===== config.mk =====
export PLATFORM = sky130hd
export DESIGN_NAME = acc_alu4
export DESIGN_NICKNAME = d
export VERILOG_FILES = /design/src/rtl/acc_alu4.sv
export SDC_FILE = /design/constraint.sdc
export NUM_CORES = 1
export LEC_CHECK = 0
export ABC_CLOCK_PERIOD_IN_PS = 8000
export BUFFER_PORTS_ARGS = -buffer_cell sky130_fd_sc_hd__buf_2
export CORE_MARGIN = 2
export CORE_UTILIZATION = 24
export CTS_BUF_LIST = sky130_fd_sc_hd__clkbuf_4
export DETAILED_ROUTE_END_ITERATION = 10
export HOLD_SLACK_MARGIN = 0.03
export MAX_ROUTING_LAYER = met4
export PLACE_DENSITY = 0.54
export SYNTH_ARGS = -nofsm -noshare
export SYNTH_HDL_FRONTEND = slang
export SYNTH_SLANG_ARGS = --single-unit

===== constraint.sdc =====
create_clock -name clk -period 8 [get_ports clk]
set_clock_uncertainty 0.1 [all_clocks]
set_input_delay 0.4 -clock clk [delete_from_list [all_inputs] [get_ports clk]]
set_output_delay 0.4 -clock clk [all_outputs]
set_load 0.05 [all_outputs]

===== src/rtl/acc_alu4.sv =====
module acc_alu4 #(
  parameter int W = 4
) (
  input  logic         clk,
  input  logic         rst_n,
  input  logic         valid,
  input  logic [3:0]   op,
  input  logic         wb,
  input  logic         imm_sel,
  input  logic         fill,
  input  logic [W-1:0] opnd,
  input  logic [W-1:0] imm,
  input  logic [$clog2(W)-1:0] bit_sel,
  output logic [W-1:0] res,
  output logic         cf_next,
  output logic         wr_en,
  output logic [W-1:0] wr_data,
  output logic [W-1:0] acc,
  output logic         cf,
  output logic         br_zero,
  output logic         br_nonzero,
  output logic         br_carry,
  output logic         br_bit
);
  localparam logic [3:0] OP_ADC = 4'd0, OP_SBC = 4'd1, OP_ADD = 4'd2, OP_SUB = 4'd3,
                         OP_ADN = 4'd4, OP_AND = 4'd5, OP_XOR = 4'd6, OP_OR  = 4'd7,
                         OP_LDI = 4'd8, OP_LDA = 4'd9, OP_STA = 4'd10,
                         OP_SHR = 4'd11, OP_SHL = 4'd12;

  logic [W-1:0] term, addend;
  logic         cin, is_sub;
  logic [W:0]   sum;
  logic         we_raw;

  assign term   = imm_sel ? imm : acc;
  assign is_sub = (op == OP_SBC) || (op == OP_SUB);
  assign addend = is_sub ? ~term : term;

  always_comb begin
    case (op)
      OP_ADC, OP_SBC: cin = cf;
      OP_SUB:         cin = 1'b1;
      default:        cin = 1'b0;
    endcase
  end

  assign sum = {1'b0, opnd} + {1'b0, addend} + {{W{1'b0}}, cin};

  always_comb begin
    res     = acc;
    cf_next = cf;
    we_raw  = 1'b0;
    case (op)
      OP_ADC, OP_SBC, OP_ADD, OP_SUB: begin
        res = sum[W-1:0]; cf_next = sum[W]; we_raw = wb;
      end
      OP_ADN: begin res = sum[W-1:0]; we_raw = wb; end
      OP_AND: begin res = opnd & term; we_raw = wb; end
      OP_XOR: begin res = opnd ^ term; we_raw = wb; end
      OP_OR:  begin res = opnd | term; we_raw = wb; end
      OP_LDI: begin res = imm;  we_raw = 1'b1; end
      OP_LDA: begin res = opnd; we_raw = wb; end
      OP_STA: begin res = acc;  we_raw = 1'b1; end
      OP_SHR: begin res = {fill, opnd[W-1:1]}; we_raw = 1'b1; end
      OP_SHL: begin res = {opnd[W-2:0], fill}; we_raw = 1'b1; end
      default: ;
    endcase
  end

  assign wr_en   = valid & we_raw;
  assign wr_data = res;

  always_ff @(posedge clk or negedge rst_n) begin
    if (!rst_n) begin
      acc <= '0;
      cf  <= 1'b0;
    end else if (valid) begin
      acc <= res;
      cf  <= cf_next;
    end
  end

  assign br_zero    = (acc == '0);
  assign br_nonzero = ~br_zero;
  assign br_carry   = cf;
  assign br_bit     = acc[bit_sel];

  AST_LOAD_ON_VALID: assert property (@(posedge clk) disable iff (!rst_n)
    valid |=> (acc == $past(res)) && (cf == $past(cf_next)));
  AST_HOLD_IDLE: assert property (@(posedge clk) disable iff (!rst_n)
    !valid |=> $stable(acc) && $stable(cf));
  AST_NO_WRITE_IDLE: assert property (@(posedge clk) disable iff (!rst_n)
    !valid |-> !wr_en);
  AST_CARRY_KEPT: assert property (@(posedge clk) disable iff (!rst_n)
    valid && (op >= OP_ADN) |=> $stable(cf));
  AST_STORE_ACC: assert property (@(posedge clk) disable iff (!rst_n)
    valid && op == OP_STA |-> wr_en && wr_data == acc);
  AST_SHIFT_FILL: assert property (@(posedge clk) disable iff (!rst_n)
    valid && op == OP_SHR |-> wr_en && wr_data[W-1] == fill && wr_data[W-2:0] == opnd[W-1:1]);
endmodule


# Yosys cells after proc, flatten, opt, wreduce, memory -nomap -nowiden
# Index checks and enable logic that the tools add are counted.
dict set report word_totals {
  input_bits 20
  ff_bits 5
  out_inout_bits 19
  word_cells 39
}
dict set report classes {
  order_cmp 1
  n_reduce_logical 8
  n_addsub 2
  n_bitwise 6
  eq_ne 12
  n_mux 8
}
# cell n
set ops {}
lappend ops {{one-hot mux 4 bit (8 select lines)} 1}
lappend ops {{== test 4 bit (second input constant)} 5}
lappend ops {{== test 4 x 3 -> 1 bit (second input constant)} 4}
lappend ops {{OR reduction 9 bit} 1}
lappend ops {{== test 4 x 2 -> 1 bit (second input constant)} 2}
lappend ops {{logical NOT 4 bit} 2}
lappend ops {{two-way mux 4 bit} 2}
lappend ops {{OR reduction 4 bit} 2}
lappend ops {{adder 4 x 4 -> 5 bit} 1}
lappend ops {{adder 5 x 1 -> 5 bit} 1}
lappend ops {{OR reduction 5 bit} 1}
lappend ops {{bitwise AND 4 bit} 1}
lappend ops {{== test 4 x 1 -> 1 bit (second input constant)} 1}
lappend ops {{NOT 4 bit} 1}
lappend ops {{bitwise OR 4 bit} 1}
lappend ops {{one-hot mux 1 bit (2 select lines)} 2}
lappend ops {{bitwise XOR 4 bit} 1}
lappend ops {{less-than comparator 2 x 3 -> 1 bit (second input constant)} 1}
lappend ops {{binary-select mux 1 bit (select 2 bit)} 1}
lappend ops {{two-way mux 1 bit} 2}
lappend ops {{OR reduction 2 bit} 1}
lappend ops {{bitwise AND 1 bit} 1}
lappend ops {{logical OR 1 bit} 1}
lappend ops {{NOT 1 bit} 1}

# Logic depth before layout (Yosys ltp)
# Gate-level depths: netlist of the first run.
dict set report depth {
  word_depth 6
  mapped_depth 12
  ltp_nobuf 9
}

# Worst setup path after synthesis of the first run
# Ideal clock, no wire load.
dict set report synth_timing {
  path_type {input port to output port}
  startpoint {input imm_sel}
  endpoint {output wr_data[2]}
  t_required_ns 7.500
  arrival_time_ns 3.453
  cell_stages 11
  slack_ns 4.047
  cell_sequence {clkbuf_1 mux2i_1 inv_1 xnor2_1 fa_1 fa_1 xor2_1 o32ai_1 a2111oi_2 nor2_1 buf_4}
}
dict set report synth_via {
  elab_chain_len 6
  word_cells_on_any_way 9
  cone_classes {2 x add/sub; 3 x mux; 4 x bitwise}
}
# element line
set synth_lines {}
lappend synth_lines {{from (decl)} 9} ;# input logic imm_sel,
lappend synth_lines {{two-way mux 4 bit *} 35} ;# assign term = imm_sel ? imm : acc;
lappend synth_lines {{NOT 4 bit} 37} ;# assign addend = is_sub ? ~term : term;
lappend synth_lines {{two-way mux 4 bit} 37}
lappend synth_lines {{adder 4 x 4 -> 5 bit} 47} ;# assign sum = {1'b0, opnd} + {1'b0, addend} + {{W{1'b0}}, cin};
lappend synth_lines {{adder 5 x 1 -> 5 bit} 47}
lappend synth_lines {{one-hot mux 4 bit (8 select lines) *} 53} ;# case (op)
lappend synth_lines {{to (decl)} 17} ;# output logic [W-1:0] wr_data,
# Mark *: on every way between the ends. The rest lies on a longest branch, timed or not.

# Worst setup path after layout of the first run
dict set report layout_timing {
  startpoint {input op[2]}
  endpoint {output res[2]}
}
dict set report layout_via {
  elab_chain_len 6
  word_cells_on_any_way 20
  cone_classes {2 x add/sub; 11 x eq/ne; 3 x mux; 4 x reduce/logical}
}
# element line
set layout_lines {}
lappend layout_lines {{from (decl)} 7} ;# input logic [3:0] op,
lappend layout_lines {{== test 4 x 1 -> 1 bit or == test 4 x 2 -> 1 bit (tied branches)} {36, 40, 53}}
lappend layout_lines {{logical OR 1 bit} 36} ;# assign is_sub = (op == OP_SBC) || (op == OP_SUB);
lappend layout_lines {{two-way mux 4 bit} 37}
lappend layout_lines {{adder 4 x 4 -> 5 bit} 47}
lappend layout_lines {{adder 5 x 1 -> 5 bit} 47}
lappend layout_lines {{one-hot mux 4 bit (8 select lines) *} 53}
lappend layout_lines {{to (decl)} 14} ;# output logic [W-1:0] res,
# Marked as above.

==> reports/qor.yml, run 1 <==
clockBufferDepth: 2
drt_iter0_markers: 132
finalWorstPathRequiredPeriod_ns: 3.68
syn_nets: 180
instances_no_fill: 228
vdd_drop_max_mv: 0.0632
cts-resized-gates: 0
p_comb_frac: 0.710
fin_crit_sh: 0.460
diodes: 0
cts_htree_levels: 1
slew_viol_final: 0
hold_path.class: "in -> reg"
drc: 0
tritoncts: "built"
pwr-share-seq: 0.162
netlist_instances: 147
crit_fanout: 26
arrival_ns: 3.18
setup_ws_ns: 4.32
tightest_slew_ns: 0.443
layout-drive-gt1-share: 0.282
syn_avg_cell_area_um2: 7.94
fmax_mhz: 272
insertion_delay_ns: 0.24
power_per_cell_area_nw_per_um2: 185
cts_sinks: 5
power.static_leakage_uw: 0.000623
fillCellCount: 507
nNetsFinal: 208
cp-start-kind: "primary input"
routedWlPerCell_um: 14.2
routabilityCongestion: 0.792
ios: 39
firstDrtPassIters: 4
die_area_um2: 5440
core_area_um2: 4690
initial_core_util: 0.249
tns_ns: 0
synth_ff_type: "dfrtp_1"
std_cell_rows: 25
power.internal_uw: 106
net-switching-power_uw: 146
status: "complete, no violations"
rsz0062_at_grt: "false"
ys_seq_elements: 5
worstSetupEndpointType: "output pin"
critPathKind: "in -> out"
grt-ovfl-total: 0
area_delta_synth_final_pct: 17.0
holdBufCountCts: 1
synth_edf_count: 0
wl_mm: 3.24
track_usage: 0.129
synth_warnings: 0
post-place-ws_ns: 4.32
viasPerCell: 5.10
clk_pin_slew_ns: 0.04
final_util: 0.291
die_x_um: 73.7
syn_area_um2: 1170
synth_async_sr_flop_share: 1.00
antenna_found_initial: 0
synth_seq_area_share: 0.107
dp_cells: 223
cts_buffers: 3
switching_share: 0.580
slew_headroom: 0.702
grt_pass1_wl_mm: 5.40
port_buffers: 38
crit_required_ns: 7.50
p_clk_frac: 0.128
grt_start_max_net_pins: 27
antenna_left: 0
setup_viol: 0
final_hold_viol_count: 0
die_h_um: 73.7
cap_violations: 0
post_cts_buffers: 0
grt_pass1_vias: 1077
dpl.hpwl_mm: 2.57
yosys.cell_types.count: 46
vias: 1162
cts_root_buf: "clkbuf_4"
## worst max-delay path, stage by stage
cell and delay, ns:
buf_2 0.35, nor2_1 0.13, and2_1 0.25, xnor2_1 0.16
fa_1 0.42, fa_1 0.42, xor2_1 0.17, o32ai_1 0.10
a2111oi_2 0.44, nor2_1 0.11, buf_2 0.23
## Yosys cell counts (all sizes together) (3+ instances only)
library cell,number,share of area
dfrtp,5,0.11
nand2,5,0.016
nand3b,9,0.058
a31oi,3,0.016
nor2,7,0.023
ha,11,0.12
inv,12,0.039
mux2i,5,0.043
xnor2,4,0.030
nor2b,7,0.038
buf,12,0.072
o21ai,4,0.017
nand2b,5,0.027
clkbuf,4,0.013
nor3,5,0.021
a21oi,12,0.051
## cell families after synthesis
logic type / count (synthesis) / share of synthesized area
AO/OA/AOI/OAI: 34 / 0.205
XOR/XNOR: 5 / 0.0375
adder cells (fa/ha/maj): 13 / 0.152
buffers and inverters: 28 / 0.123
AND/OR/NAND/NOR: 54 / 0.294
multiplexers: 8 / 0.0815
flip-flops: 5 / 0.107
## area by class of cell
cell class	instances	area, µm²	area share
multi-input combinational	114	898	0.658
timing repair buffer	39	200	0.147
sequential	5	125	0.0916
tap	54	67.6	0.0495
inverter	12	45.0	0.0330
clock buffer	4	30.0	0.0220
## worst paths after layout
path / slack (ns) / cells past startpoint / startpoint / to
max in group asynchronous: 7.26 / 2 / rst_n / acc[0]
min reg2reg: 0.51 / 1 / br_carry / br_carry
min in group asynchronous: 0.40 / 2 / rst_n / acc[2]
max reg2reg: 5.12 / 9 / acc[0] / acc[2]
min: 0.36 / 2 / valid / acc[2]
max: 4.32 / 11 / op[2] / res[2]
## metal layers
metal,GRT usage,up-vias,part of all wire
met1,0.180,542,0.49
met5,-,-,0
li1,-,580,-
met4,0.0263,0,0.0096
met2,0.196,36,0.45
met3,0.0206,4,0.051
## stage by stage
step	hold slack [ns]	power (µW)	cell area (µm²)
floorplan	0.00441	186	1170
global placement	0.125	220	1330
detailed placement	0.124	220	1330
CTS	0.353	254	1370
global route	0.364	272	1370
finish	0.362	252	1370
## power by group through the flow
stage          registers (µW)  clock network (µW)  logic, µW
2_1_floorplan            59.3                   0        127
3_3_place_gp             40.7                   0        180
3_5_place_dp             41.0                   0        179
4_1_cts                  40.6                33.8        180
5_1_grt                  41.3                37.2        194
6_report                 40.8                32.4        179
## state kept, by name, indices dropped and copies added, names as in the netlist
| register | count |
|---|---|
| acc | 4 |
| br_carry | 1 |
## layout by cell type, fill, tap and decap left out, types with 2 or more instances in the layout
cell      Yosys  routed
o211ai_1      2       2
clkbuf_4      0       4
a31oi_1       3       3
nand2_1       5       5
mux2_2        2       2
o21ai_0       4       4
and2_1        2       2
nor2_1        7       7
nor3_1        5       5
nand2b_1      5       5
fa_1          2       2
nor4_1        2       2
nor3b_1       2       2
nor2b_1       7       7
mux2i_1       5       5
nor4bb_1      2       2
buf_2         4      38
o21a_1        2       2
nand3b_1      9       9
xnor2_1       4       4
ha_1         11      11
inv_1        12      12
o32ai_1       2       2
a21oi_1      12      12
dfrtp_1       5       5
Power figures use the tool's default switching activity.
==> run 2: changes to the inputs <==
Settings changed: ABC_CLOCK_PERIOD_IN_PS 8000 to 3310, PLACE_DENSITY 0.54 to 0.56.
Clock period 8 ns to 3.31 ns, I/O delays scaled along.
==> reports/qor.yml, run 2 (synthesis gave the netlist of run 1 again) <==
std_cell_rows: 25  # unchanged
tightest_slew_ns: 0.541  # was 0.443 ns
arrival_ns: 2.85  # was 3.18 ns
vias: 1171  # was 1162
setup_ws_ns: 0.190  # was 4.32 ns
final_util: 0.305  # was 0.291
reg2regPathDepth: 9  # unchanged
post-place-ws_ns: 0.304  # was 4.32 ns
worstSetupEndpointType: "output pin"  # unchanged
firstDrtPassIters: 4  # unchanged
final_cell_mix: "36 x buf_2, 11 x inv_1, 11 x a21oi_1, 11 x ha_1, 9 x nand3b_1"  # was 38 x buf_2, 12 x inv_1, 12 x a21oi_1
layout-drive-gt1-share: 0.337  # was 0.282
fmax_mhz: 321
min_path_cells: 2  # unchanged
crit_required_ns: 3.04  # was 7.50 ns
hold_path.class: "in -> reg"  # unchanged
initial_core_util: 0.249  # unchanged
top_register: "acc"  # unchanged
clk_pin_slew_ns: 0.04  # about the same
nNetsFinal: 212  # was 208
met2_usage: 0.184  # was 0.196
diodes: 0  # unchanged
grt_start_max_net_pins: 26  # was 27
die_h_um: 73.7  # unchanged
grt_pass1_vias: 1064  # was 1077
largest_reg_flops: 4  # unchanged
slew_viol_final: 0  # unchanged
insertion_delay_ns: 0.24  # about the same
fin_crit_sh: 0.943
instances_no_fill: 232  # was 228
grt-ovfl-total: 0  # unchanged
drc: 0  # unchanged
antenna_left: 0  # unchanged
finalWorstPathRequiredPeriod_ns: 3.12
dp_cells: 226  # was 223
routabilityCongestion: 0.822  # was 0.792
critPathKind: "reg -> out"  # was in -> out
port_buffers: 38  # unchanged
use_met3: 0.0178  # was 0.0206
final_hold_viol_count: 0  # unchanged
core_area_um2: 4690  # unchanged
wl_mm: 3.17  # was 3.24 mm
setup_viol: 0  # unchanged
die_area_um2: 5440  # unchanged
cts_sinks: 5  # unchanged
rsz0062_at_grt: "false"  # unchanged
cts_root_buf: "clkbuf_4"  # unchanged
hold_slack_ns: 0.120  # was 0.362 ns
final_common_cell: "buf_2"  # unchanged
cap_violations: 0  # unchanged
drt_iter0_markers: 101  # was 132
ios: 39  # unchanged
routedWlPerCell_um: 13.7  # was 14.2 µm
cts_buffers: 3  # unchanged
power.static_leakage_uw: 0.000641  # was 0.000623 µW
finalPower_uw: 627  # was 252 µW
status: "complete, no violations"  # unchanged
slew_headroom: 0.636  # was 0.702
area_delta_synth_final_pct: 22.4  # was 17.0%
power_per_cell_area_nw_per_um2: 439  # was 185 nW/µm²
grt.busiest_layer: "met2"  # unchanged
track_usage: 0.123  # was 0.129
crit_fanout: 6  # was 26
cp-start-kind: "register"  # was primary input
grt_pass1_wl_mm: 5.15  # was 5.40 mm
cts_htree_levels: 1  # unchanged
dpl.hpwl_mm: 2.51  # was 2.57 mm
antenna_found_initial: 0  # unchanged
clockBufferDepth: 2  # unchanged
vdd_drop_max_mv: 0.162  # was 0.0632 mV
tritoncts: "built"  # unchanged
use_met1: 0.181  # was 0.180
viasPerCell: 5.05  # was 5.10
die_x_um: 73.7  # unchanged
[run 2: cell count changes in the layout (fill, tap and decap cells not counted), sizes merged]
cell | before | now
buf | 38 | 42
[run 2: path summary, 6_finish.rpt]
check,slack (ns),startpoint,to
max,0.19,acc[0],wr_data[2]
max reg2reg,0.65,acc[0],acc[2]
min reg2reg,0.52,br_carry,br_carry
min in group asynchronous,0.17,rst_n,acc[2]
min,0.12,valid,acc[2]
max in group asynchronous,2.79,rst_n,acc[0]
[run 2: cell type report]
type,count,area (µm²)
well taps,54,67.6
fillers,505,3260
repair buffers,43,235
inverters,12,45.0
clock buffers,4,30.0
multi-input cells,114,925
flip-flops and latches,5,126
[run 2: through the flow]
| stage | TNS (ns) | area (µm²) |
|---|---|---|
| after CTS | 0 | 1410 |
| after floorplan | -0.113 | 1180 |
| after detailed placement | 0 | 1370 |
| final | 0 | 1430 |
| after global routing | 0 | 1430 |
| after global placement | 0 | 1370 |
[run 2: per-layer routing]
| metal | routed length (µm) | up-vias |
|---|---|---|
| met5 | 0 | - |
| met4 | 0 | 0 |
| met3 | 120 | 0 |
| met2 | 1440 | 28 |
| met1 | 1610 | 553 |
| li1 | - | 590 |
[run 2: timing repair]
item                                   4_1_cts  5_1_grt
setup endpoints to repair                    0        6
endpoints found under the hold margin        5        0
gates resized for setup                      0        9
hold buffers                                 1        0
buffers inserted                             0        1
[run 2: worst max-delay path: stages, from the launching register on]
cell and delay, ns:
dfrtp_2 0.44, mux2i_2 0.22, inv_2 0.08, xnor2_1 0.15, fa_2 0.38, fa_2 0.36, xor2_1 0.16, o32ai_1 0.10
a2111oi_2 0.43, nor2_2 0.09, buf_4 0.20
[run 2: power by group]
part / leakage, µW / internal [µW] / total, µW / switching (µW)
Combinational: 0.000567 / 140 / 449 / 309
Clock: 0.0000184 / 53.8 / 79.6 / 25.8
Sequential: 0.0000561 / 76.2 / 98.5 / 22.3
